## src/rtl/fcc_pkg.sv

```systemverilog
package fcc_pkg;

    localparam int FP_W   = 32;
    localparam int EXP_W  = 8;
    localparam int MAN_W  = 23;
    localparam int INT_W  = 64;
    localparam int NARROW = 32;
    localparam int BIAS   = (1 << (EXP_W - 1)) - 1;
    localparam int SIG_W  = MAN_W + 1;
    localparam int SH_W   = SIG_W + INT_W - 1;
    localparam int E_W    = EXP_W + 2;

    typedef enum logic [2:0] {
        OP_FEQ     = 3'd0,
        OP_FLT     = 3'd1,
        OP_FLE     = 3'd2,
        OP_CVT_S32 = 3'd3,
        OP_CVT_U32 = 3'd4,
        OP_CVT_S64 = 3'd5,
        OP_CVT_U64 = 3'd6,
        OP_MOVE    = 3'd7
    } fcc_op_e;

    typedef struct packed {
        logic             sign;
        logic [EXP_W-1:0] exp;
        logic [MAN_W-1:0] man;
    } fp32_t;

    typedef struct packed {
        logic is_zero;
        logic is_nan;
        logic is_snan;
    } fp_class_t;

    typedef struct packed {
        logic [INT_W-1:0] value;
        logic             nv;
        logic             nx;
    } fcc_res_t;

    function automatic logic [INT_W-1:0] sext32(logic [NARROW-1:0] v);
        return {{(INT_W-NARROW){v[NARROW-1]}}, v};
    endfunction

    function automatic logic is_narrow(fcc_op_e op);
        return (op == OP_CVT_S32) || (op == OP_CVT_U32);
    endfunction

    function automatic logic is_unsigned_tgt(fcc_op_e op);
        return (op == OP_CVT_U32) || (op == OP_CVT_U64);
    endfunction

    // value returned for a NaN input
    function automatic logic [INT_W-1:0] nan_value(fcc_op_e op);
        logic [INT_W-1:0] v;
        case (op)
            OP_CVT_S32: v = {{(INT_W-NARROW+1){1'b0}}, {(NARROW-1){1'b1}}};
            OP_CVT_S64: v = {1'b0, {(INT_W-1){1'b1}}};
            default:    v = {INT_W{1'b1}};
        endcase
        return v;
    endfunction

    // saturation value for an out-of-range input
    function automatic logic [INT_W-1:0] sat_value(fcc_op_e op, logic neg);
        logic [INT_W-1:0] v;
        case (op)
            OP_CVT_S32: v = neg ? sext32({1'b1, {(NARROW-1){1'b0}}})
                                : {{(INT_W-NARROW+1){1'b0}}, {(NARROW-1){1'b1}}};
            OP_CVT_S64: v = neg ? {1'b1, {(INT_W-1){1'b0}}}
                                : {1'b0, {(INT_W-1){1'b1}}};
            OP_CVT_U32: v = {INT_W{1'b1}};
            OP_CVT_U64: v = {INT_W{1'b1}};
            default:    v = '0;
        endcase
        return v;
    endfunction

endpackage

```

## src/rtl/fcc_classify.sv

```systemverilog
module fcc_classify
    import fcc_pkg::*;
(
    input  fp32_t     opnd_i,
    output fp_class_t cls_o
);
    logic exp_ones;
    logic man_nz;

    always_comb begin
        exp_ones      = &opnd_i.exp;
        man_nz        = |opnd_i.man;
        cls_o.is_zero = (opnd_i.exp == '0) && !man_nz;
        cls_o.is_nan  = exp_ones && man_nz;
        // quiet bit is the top mantissa bit
        cls_o.is_snan = exp_ones && man_nz && !opnd_i.man[MAN_W-1];
    end
endmodule

```

## src/rtl/fcc_compare.sv

```systemverilog
module fcc_compare
    import fcc_pkg::*;
(
    input  fp32_t     a_i,
    input  fp32_t     b_i,
    input  fp_class_t a_cls_i,
    input  fp_class_t b_cls_i,
    input  fcc_op_e   op_i,
    output fcc_res_t  res_o
);
    logic any_nan;
    logic any_snan;
    logic both_zero;
    logic mag_lt;
    logic mag_gt;
    logic eq;
    logic lt;

    always_comb begin
        any_nan   = a_cls_i.is_nan  || b_cls_i.is_nan;
        any_snan  = a_cls_i.is_snan || b_cls_i.is_snan;
        both_zero = a_cls_i.is_zero && b_cls_i.is_zero;
        mag_lt    = {a_i.exp, a_i.man} < {b_i.exp, b_i.man};
        mag_gt    = {a_i.exp, a_i.man} > {b_i.exp, b_i.man};
        eq        = both_zero || (a_i == b_i);

        if (both_zero)
            lt = 1'b0;
        else if (a_i.sign != b_i.sign)
            lt = a_i.sign;
        else if (a_i.sign)
            lt = mag_gt;
        else
            lt = mag_lt;

        res_o = '0;
        case (op_i)
            OP_FEQ: begin
                res_o.value[0] = eq && !any_nan;
                res_o.nv       = any_snan;
            end
            OP_FLT: begin
                res_o.value[0] = lt && !any_nan;
                res_o.nv       = any_nan;
            end
            OP_FLE: begin
                res_o.value[0] = (lt || eq) && !any_nan;
                res_o.nv       = any_nan;
            end
            default: res_o = '0;
        endcase
    end
endmodule

```

## src/rtl/fcc_convert.sv

```systemverilog
module fcc_convert
    import fcc_pkg::*;
(
    input  fp32_t    a_i,
    input  logic     is_zero_i,
    input  logic     is_nan_i,
    input  fcc_op_e  op_i,
    output fcc_res_t res_o
);
    logic signed [E_W-1:0] unb_exp;
    logic [SIG_W-1:0]      sig;
    logic [SH_W-1:0]       shifted;
    logic                  exp_neg;
    logic                  big;
    logic [INT_W-1:0]      mag;
    logic [INT_W-1:0]      sval;
    logic                  frac_nz;
    logic                  ovf;
    logic                  neg;

    always_comb begin
        unb_exp = $signed({2'b00, a_i.exp}) - E_W'(BIAS);
        sig     = {(a_i.exp != '0), a_i.man};
        exp_neg = unb_exp[E_W-1];
        // exponents of 64 and above (including the all-ones code) cannot fit
        big     = !exp_neg && (|unb_exp[E_W-2:6]);
        shifted = {{(SH_W-SIG_W){1'b0}}, sig} << unb_exp[5:0];
        mag     = exp_neg ? '0 : shifted[SH_W-1:MAN_W];
        frac_nz = exp_neg ? !is_zero_i : (|shifted[MAN_W-1:0]);
        neg     = a_i.sign;
        sval    = neg ? (~mag + INT_W'(1)) : mag;

        case (op_i)
            OP_CVT_S32: ovf = neg ? ((|mag[INT_W-1:NARROW]) ||
                                     (mag[NARROW-1] && (|mag[NARROW-2:0])))
                                  : (|mag[INT_W-1:NARROW-1]);
            OP_CVT_U32: ovf = |mag[INT_W-1:NARROW];
            OP_CVT_S64: ovf = mag[INT_W-1] && (!neg || (|mag[INT_W-2:0]));
            default:    ovf = 1'b0;
        endcase
        ovf = ovf || big;

        res_o = '0;
        if (is_nan_i) begin
            res_o.value = nan_value(op_i);
            res_o.nv    = 1'b1;
        end else if (is_unsigned_tgt(op_i) && neg && !is_zero_i) begin
            res_o.value = '0;
            res_o.nv    = 1'b1;
        end else if (ovf) begin
            res_o.value = sat_value(op_i, neg);
            res_o.nv    = 1'b1;
        end else begin
            res_o.value = is_narrow(op_i) ? sext32(sval[NARROW-1:0]) : sval;
            res_o.nx    = frac_nz;
        end
    end
endmodule

```

## src/rtl/fcc_unit.sv

```systemverilog
module fcc_unit
    import fcc_pkg::*;
(
    input  logic        clk,
    input  logic        rst,
    input  logic        in_valid,
    input  logic [2:0]  in_op,
    input  logic [31:0] in_a,
    input  logic [31:0] in_b,
    output logic        out_valid,
    output logic [63:0] out_result,
    output logic        out_nv,
    output logic        out_nx,
    output logic        sticky_nv,
    output logic        sticky_nx
);
    localparam int N_OPND = 2;

    fcc_op_e   op;
    fp32_t     opnd [N_OPND];
    fp_class_t cls  [N_OPND];
    fcc_res_t  cmp_res;
    fcc_res_t  cvt_res;
    fcc_res_t  sel;

    assign op      = fcc_op_e'(in_op);
    assign opnd[0] = fp32_t'(in_a);
    assign opnd[1] = fp32_t'(in_b);

    for (genvar g = 0; g < N_OPND; g++) begin : g_cls
        fcc_classify u_cls (
            .opnd_i (opnd[g]),
            .cls_o  (cls[g])
        );
    end

    fcc_compare u_cmp (
        .a_i     (opnd[0]),
        .b_i     (opnd[1]),
        .a_cls_i (cls[0]),
        .b_cls_i (cls[1]),
        .op_i    (op),
        .res_o   (cmp_res)
    );

    fcc_convert u_cvt (
        .a_i       (opnd[0]),
        .is_zero_i (cls[0].is_zero),
        .is_nan_i  (cls[0].is_nan),
        .op_i      (op),
        .res_o     (cvt_res)
    );

    always_comb begin
        case (op)
            OP_FEQ, OP_FLT, OP_FLE: sel = cmp_res;
            OP_MOVE:                sel = '{value: sext32(in_a), nv: 1'b0, nx: 1'b0};
            default:                sel = cvt_res;
        endcase
    end

    always_ff @(posedge clk) begin
        if (rst) begin
            out_valid  <= 1'b0;
            out_result <= '0;
            out_nv     <= 1'b0;
            out_nx     <= 1'b0;
            sticky_nv  <= 1'b0;
            sticky_nx  <= 1'b0;
        end else begin
            out_valid <= in_valid;
            if (in_valid) begin
                out_result <= sel.value;
                out_nv     <= sel.nv;
                out_nx     <= sel.nx;
                sticky_nv  <= sticky_nv | sel.nv;
                sticky_nx  <= sticky_nx | sel.nx;
            end
        end
    end
endmodule

```

## config.mk

```make
export PLATFORM = sky130hd
export DESIGN_NAME = fcc_unit
export DESIGN_NICKNAME = d
export VERILOG_FILES = /design/src/rtl/fcc_pkg.sv /design/src/rtl/fcc_classify.sv /design/src/rtl/fcc_compare.sv /design/src/rtl/fcc_convert.sv /design/src/rtl/fcc_unit.sv
export SDC_FILE = /design/constraint.sdc
export NUM_CORES = 1
export LEC_CHECK = 0
export BUFFER_PORTS_ARGS = -buffer_cell sky130_fd_sc_hd__buf_2
export CORE_ASPECT_RATIO = 0.5
export CORE_MARGIN = 2
export CORE_UTILIZATION = 62
export CTS_BUF_LIST = sky130_fd_sc_hd__clkbuf_8
export DETAILED_ROUTE_END_ITERATION = 8
export GPL_TIMING_DRIVEN = 0
export PLACE_DENSITY = 0.85
export SYNTH_ARGS = -nofsm -noshare
export SYNTH_HDL_FRONTEND = slang
export SYNTH_HIERARCHICAL = 1
export SYNTH_SLANG_ARGS = --single-unit
export TNS_END_PERCENT = 50
```

## constraint.sdc

```tcl
create_clock -name clk -period 5.9 [get_ports clk]
set_input_delay 0.295 -clock clk [delete_from_list [all_inputs] [get_ports clk]]
set_output_delay 0.295 -clock clk [all_outputs]
set_load 0.005 [all_outputs]
```

# Word level (Yosys, flattened, before mapping)

Index checks and enable logic that the tools add are counted.

Register bits: 69
Input port bits: 70
Output and inout port bits: 69
Logic and storage cells: 93

$add $sub $neg: 2
Order comparisons: 2
Eq/ne operators: 9
Shifts and indexed selects: 1
Mux-type cells: 22
Bitwise operators: 3
Reductions and logical operators: 48

Operator list:

| cell                                              | number |
|---|---|
| 2-to-1 mux 64 bit                                 | 6 |
| one-hot mux 64 bit (3 select lines)               | 1 |
| one-hot mux 66 bit (2 select lines)               | 1 |
| 2-to-1 mux 65 bit                                 | 2 |
| one-hot mux 64 bit (2 select lines)               | 1 |
| << shifter 24 x 6 -> 87 bit                       | 1 |
| OR reduction 23 bit                               | 3 |
| adder 64 x 1 -> 64 bit (second input constant)    | 1 |
| inverter 64 bit                                   | 1 |
| OR reduction 63 bit                               | 1 |
| OR reduction 33 bit                               | 1 |
| == test 32 bit                                    | 1 |
| OR reduction 32 bit                               | 1 |
| greater-than comparator 31 bit                    | 1 |
| < comparator 31 bit                               | 1 |
| OR reduction 31 bit                               | 1 |
| logical NOT 8 bit                                 | 2 |
| AND reduction 8 bit                               | 2 |
| logical AND 1 bit                                 | 15 |
| == test 3 bit (second input constant)             | 4 |
| logical OR 1 bit                                  | 9 |
| 2-to-1 mux 1 bit                                  | 9 |
| subtractor 8 x 7 -> 9 bit (second input constant) | 1 |
| logical NOT 1 bit                                 | 8 |
| other kinds (10)                                  | 13 |

# Depth between registers and ports, before layout

Depth in word-level cells: 14
Gate-level depth with buffers: 22
Depth with buffers taken out: 19

# Cells and area by module

The synthesis kept the hierarchy.

By module, submodules not included:

| module       | instances | cells each | area an instance (µm²) | seq. area each (µm²) |
|---|---|---|---|---|
| fcc_convert  | 1         | 889        | 5724.2                 | 0.0 |
| fcc_unit     | 1         | 397        | 3435.8                 | 1381.3 |
| fcc_compare  | 1         | 197        | 1433.9                 | 0.0 |
| fcc_classify | 2         | 15         | 107.6                  | 0.0 |

# Worst setup path after synthesis

OpenSTA, ideal clock, no wires.

Kind: input-to-reg
Start point: input port in_a[23]
End point: register out_result[62]
Library setup time: 88 ps
Data arrival time: 5101 ps
Data required time: 5812 ps
Slack: 711 ps
Stages: 21
Buffers on the path: 4
Cells stage by stage: buf_4 > inv_2 > ha_1 > buf_6 > buf_6 > mux2_4 > mux2_2 > mux2_2 > a221oi_2 > o32ai_2 > a211o_1 > or3_1 > buf_2 > or3_1 > or3_1 > o31a_1 > nand3_1 > a21oi_1 > o21ai_1 > o21ai_0 > a311oi_2

RTL lines:

| item                   | line           | source |
|---|---|---|
| start: declaration     | fcc_unit.sv:8  | `input logic [31:0] in_a,` |
| end signal: assignment | fcc_unit.sv:73 | `out_result <= sel.value;` |
| end: declaration       | fcc_unit.sv:11 | `output logic [63:0] out_result,` |

==> results.cfg <==
[critical_path]
crit_end = out_result[8]
critPathMaxFanout = 11
arrival_ns = 6.21
worstReg2RegEnd = out_result[3]
path_class = input port to flip-flop
start_kind = input port
required_ns = 6.18
critPathCaptureType = flip-flop
startpoint = in_a[24]
r2r_slack_ns = 5.03
timing.rr.start = out_result[3]
worstRegToRegCells = 2

[global_route]
overflow = 0
grt_max_degree = 14
grt_antenna_before_repair = 0
grt_use_total_pct = 48.6
grt_pass1_wl_mm = 70.2
grt_pass1_vias = 12800

[yosys]
yosys.area.top_type = dfxtp_1
syn_area_sq_um = 10800
ys_async_sr_fraction_pct = 0
synth-edff-count = 0
synth_seq_cells = 69
synthCells = 1513
synth-main-ff-cell = dfxtp_1
synthDominantCellAreaShare_pct = 12.8
synth_warnings = 6
synthTopCellsByArea = dfxtp_1, o21ai_0, a21oi_1
synth_most_common_cell = nor2_1
synth_area_per_cell_sq_um = 7.14
synth_seq_area_share_pct = 12.8
synthTopCellsByCount = nor2_1, nand2_1, o21ai_0, a21oi_1, buf_4
synth.distinct_cells = 113

[routing]
dr.pass1.iters = 9
ant_nets = 0
vias = 14300
drc_errors = 1
avgRoutedWirePerCell_um = 23.8
vias_per_cell = 7.20
wirelength_mm = 47.1
drt_iter0_markers = 2647

[timing]
drv_slew = 0
rsz0062_at_grt = true
timing.slew.headroom_pct = 29.9
worst_slew_pin_slew_ns = 1.04
setup_slack_ns = -0.0303
clock.fmax_mhz = 169
whs_ns = 0.338
tns_ns = -0.0303
clock_skew_ns = 0
setup_viol = 1
period_share_pct = 101
hold_viol_final = 0
fin_crit_ns = 5.93

[finish]
drive_above_1_share_pct = 25.4
nets = 1849
n_antenna_cell = 0
fillerInstances = 1430
area_growth_pct = 17.5

[clocking]
htree_levels = 3
tritoncts = yes
clkLatencyLatePin_ns = 0.39
cts_hold_buffers = 0
clk_pin_slew_ns = 0.10
cts_max_path_buffers = 2
numCtsBuffers = 9
clock-sinks = 69
clock_tree.root_cell = clkbuf_8

[die]
core_area_sq_um = 17200
die-height_um = 97.4
die-width_um = 191
die-area_sq_um = 18600
rows = 34
ioPinCount = 139
start_util_pct = 62.7

[pwr]
ir_worst_vdd_v = 0.000158
pwr-share-comb_pct = 61.5
p_leak_uw = 0.00530
swShare_pct = 49.6
p_clk_share_pct = 17.3
seqPwrFrac_pct = 21.2
switchingPower_uw = 1230
power_density_nw_per_um2 = 196
total_power_uw = 2490
intPower_uw = 1250

[placement]
gp_congestion = 1.16
io_buffers = 137
hpwl_mm = 36.1

[outcome]
violations = design-rule violations, negative setup slack
status = finished, violations left

[flow_run]
drv_cap = 0

[hold_path]
min-delay-path-class = input port to flip-flop
how the worst min path moves through the flow:
| stage | start | end | slack (ns) | depth (start not counted) |
|---|---|---|---|---|
| floorplan | sticky_nv | sticky_nv | 0.47 | 2 |
| global placement | sticky_nx | sticky_nx | 0.46 | 2 |
| detailed placement | out_result[28] | out_result[28] | 0.47 | 2 |
| CTS | rst | out_result[60] | 0.33 | 3 |
| global route | rst | out_result[60] | 0.34 | 3 |
| finish | rst | out_result[60] | 0.34 | 3 |
cells by family (layout without fill, tap and decap cells):
kind of cell	Yosys count	count (layout)	synth area share (%)
compound gates	561	561	36.0
simple gates	502	502	23.2
buf+inv	229	403	12.4
flops	69	69	12.8
mux	68	68	7.47
xor+xnor	49	49	4.28
fa+ha+maj	34	34	3.94
other cells	1	64	0.0347
layout by cell type, fill, tap and decap left out, drive strengths merged, types with 35 or more instances in the layout:
master / n
a21oi: 119
nor2: 150
a311oi: 72
clkbuf: 70
nand3: 41
nand2: 141
inv: 47
conb: 64
a22oi: 41
buf: 279
dfxtp: 69
o21ai: 154
mux2: 35
worst max-delay path: stages:
cell	delay (ns)
buf_2	0.28
ha_2	0.35
xnor2_1	0.25
buf_2	0.33
buf_2	0.29
buf_2	0.32
buf_2	0.32
a41oi_1	0.20
o221ai_2	0.47
nand2_1	0.21
nor2_1	0.31
nand4b_1	0.20
nor4_1	0.43
a22oi_1	0.16
o21ai_1	0.21
nand2_2	0.16
o22a_2	0.36
clkbuf_2	0.21
a21oi_1	0.29
o21ai_0	0.23
a311oi_1	0.32
layer usage:
metal  GRT usage (%)  vias to the layer above  routed length [um]
li1                -                     6092                   -
met1            62.5                     6512               17400
met2            69.6                     1341               18600
met3            19.9                      331                8130
met4            24.0                        0                2990
met5           0.549                        -                   0
sequential cells by signal, summed over array words and instances (netlist names):
name,flops
out_result,64
out_nv,1
out_nx,1
out_valid,1
sticky_nv,1
sticky_nx,1
what timing repair did:
| item | CTS | global route |
|---|---|---|
| buffers inserted | 10 | 11 |
| pin swaps | 8 | 12 |
| resized for setup | 15 | 46 |
| endpoints found under the setup margin | 68 | 68 |
power groups by stage:
stage	sequential, uW	combinational, uW	clock [uW]
4_1_cts	526	1360	423
5_1_grt	530	1590	444
3_5_place_dp	537	1310	0
6_report	527	1530	430
3_3_place_gp	534	1280	0
2_1_floorplan	538	891	0
final cells by class:
type                            instances  area [sq um]  share of cell area (%)
Tap cell                              234           293                    2.30
Clock inverter                          7          73.8                   0.581
Clock buffer                            9           124                   0.975
Multi-Input combinational cell       1278          8610                    67.8
Sequential cell                        69          1380                    10.9
Inverter                               46           173                    1.36
Buffer                                182          1170                    9.19
Timing Repair Buffer                  159           881                    6.93
metrics by stage:
stage / instance area, sq um / util (%) / setup slack [ns] / std cells
3_5_place_dp: 12000 / 69.9 / -1.20 / 1948
5_1_grt: 12700 / 73.7 / -0.101 / 1984
3_3_place_gp: 12000 / 69.8 / -1.10 / 1947
4_1_cts: 12400 / 72.1 / 0.00813 / 1974
6_report: 12700 / 73.7 / -0.0303 / 1984
2_1_floorplan: 11000 / - / 0.711 / 1576
Note: power is estimated with default switching activity, not from simulation.
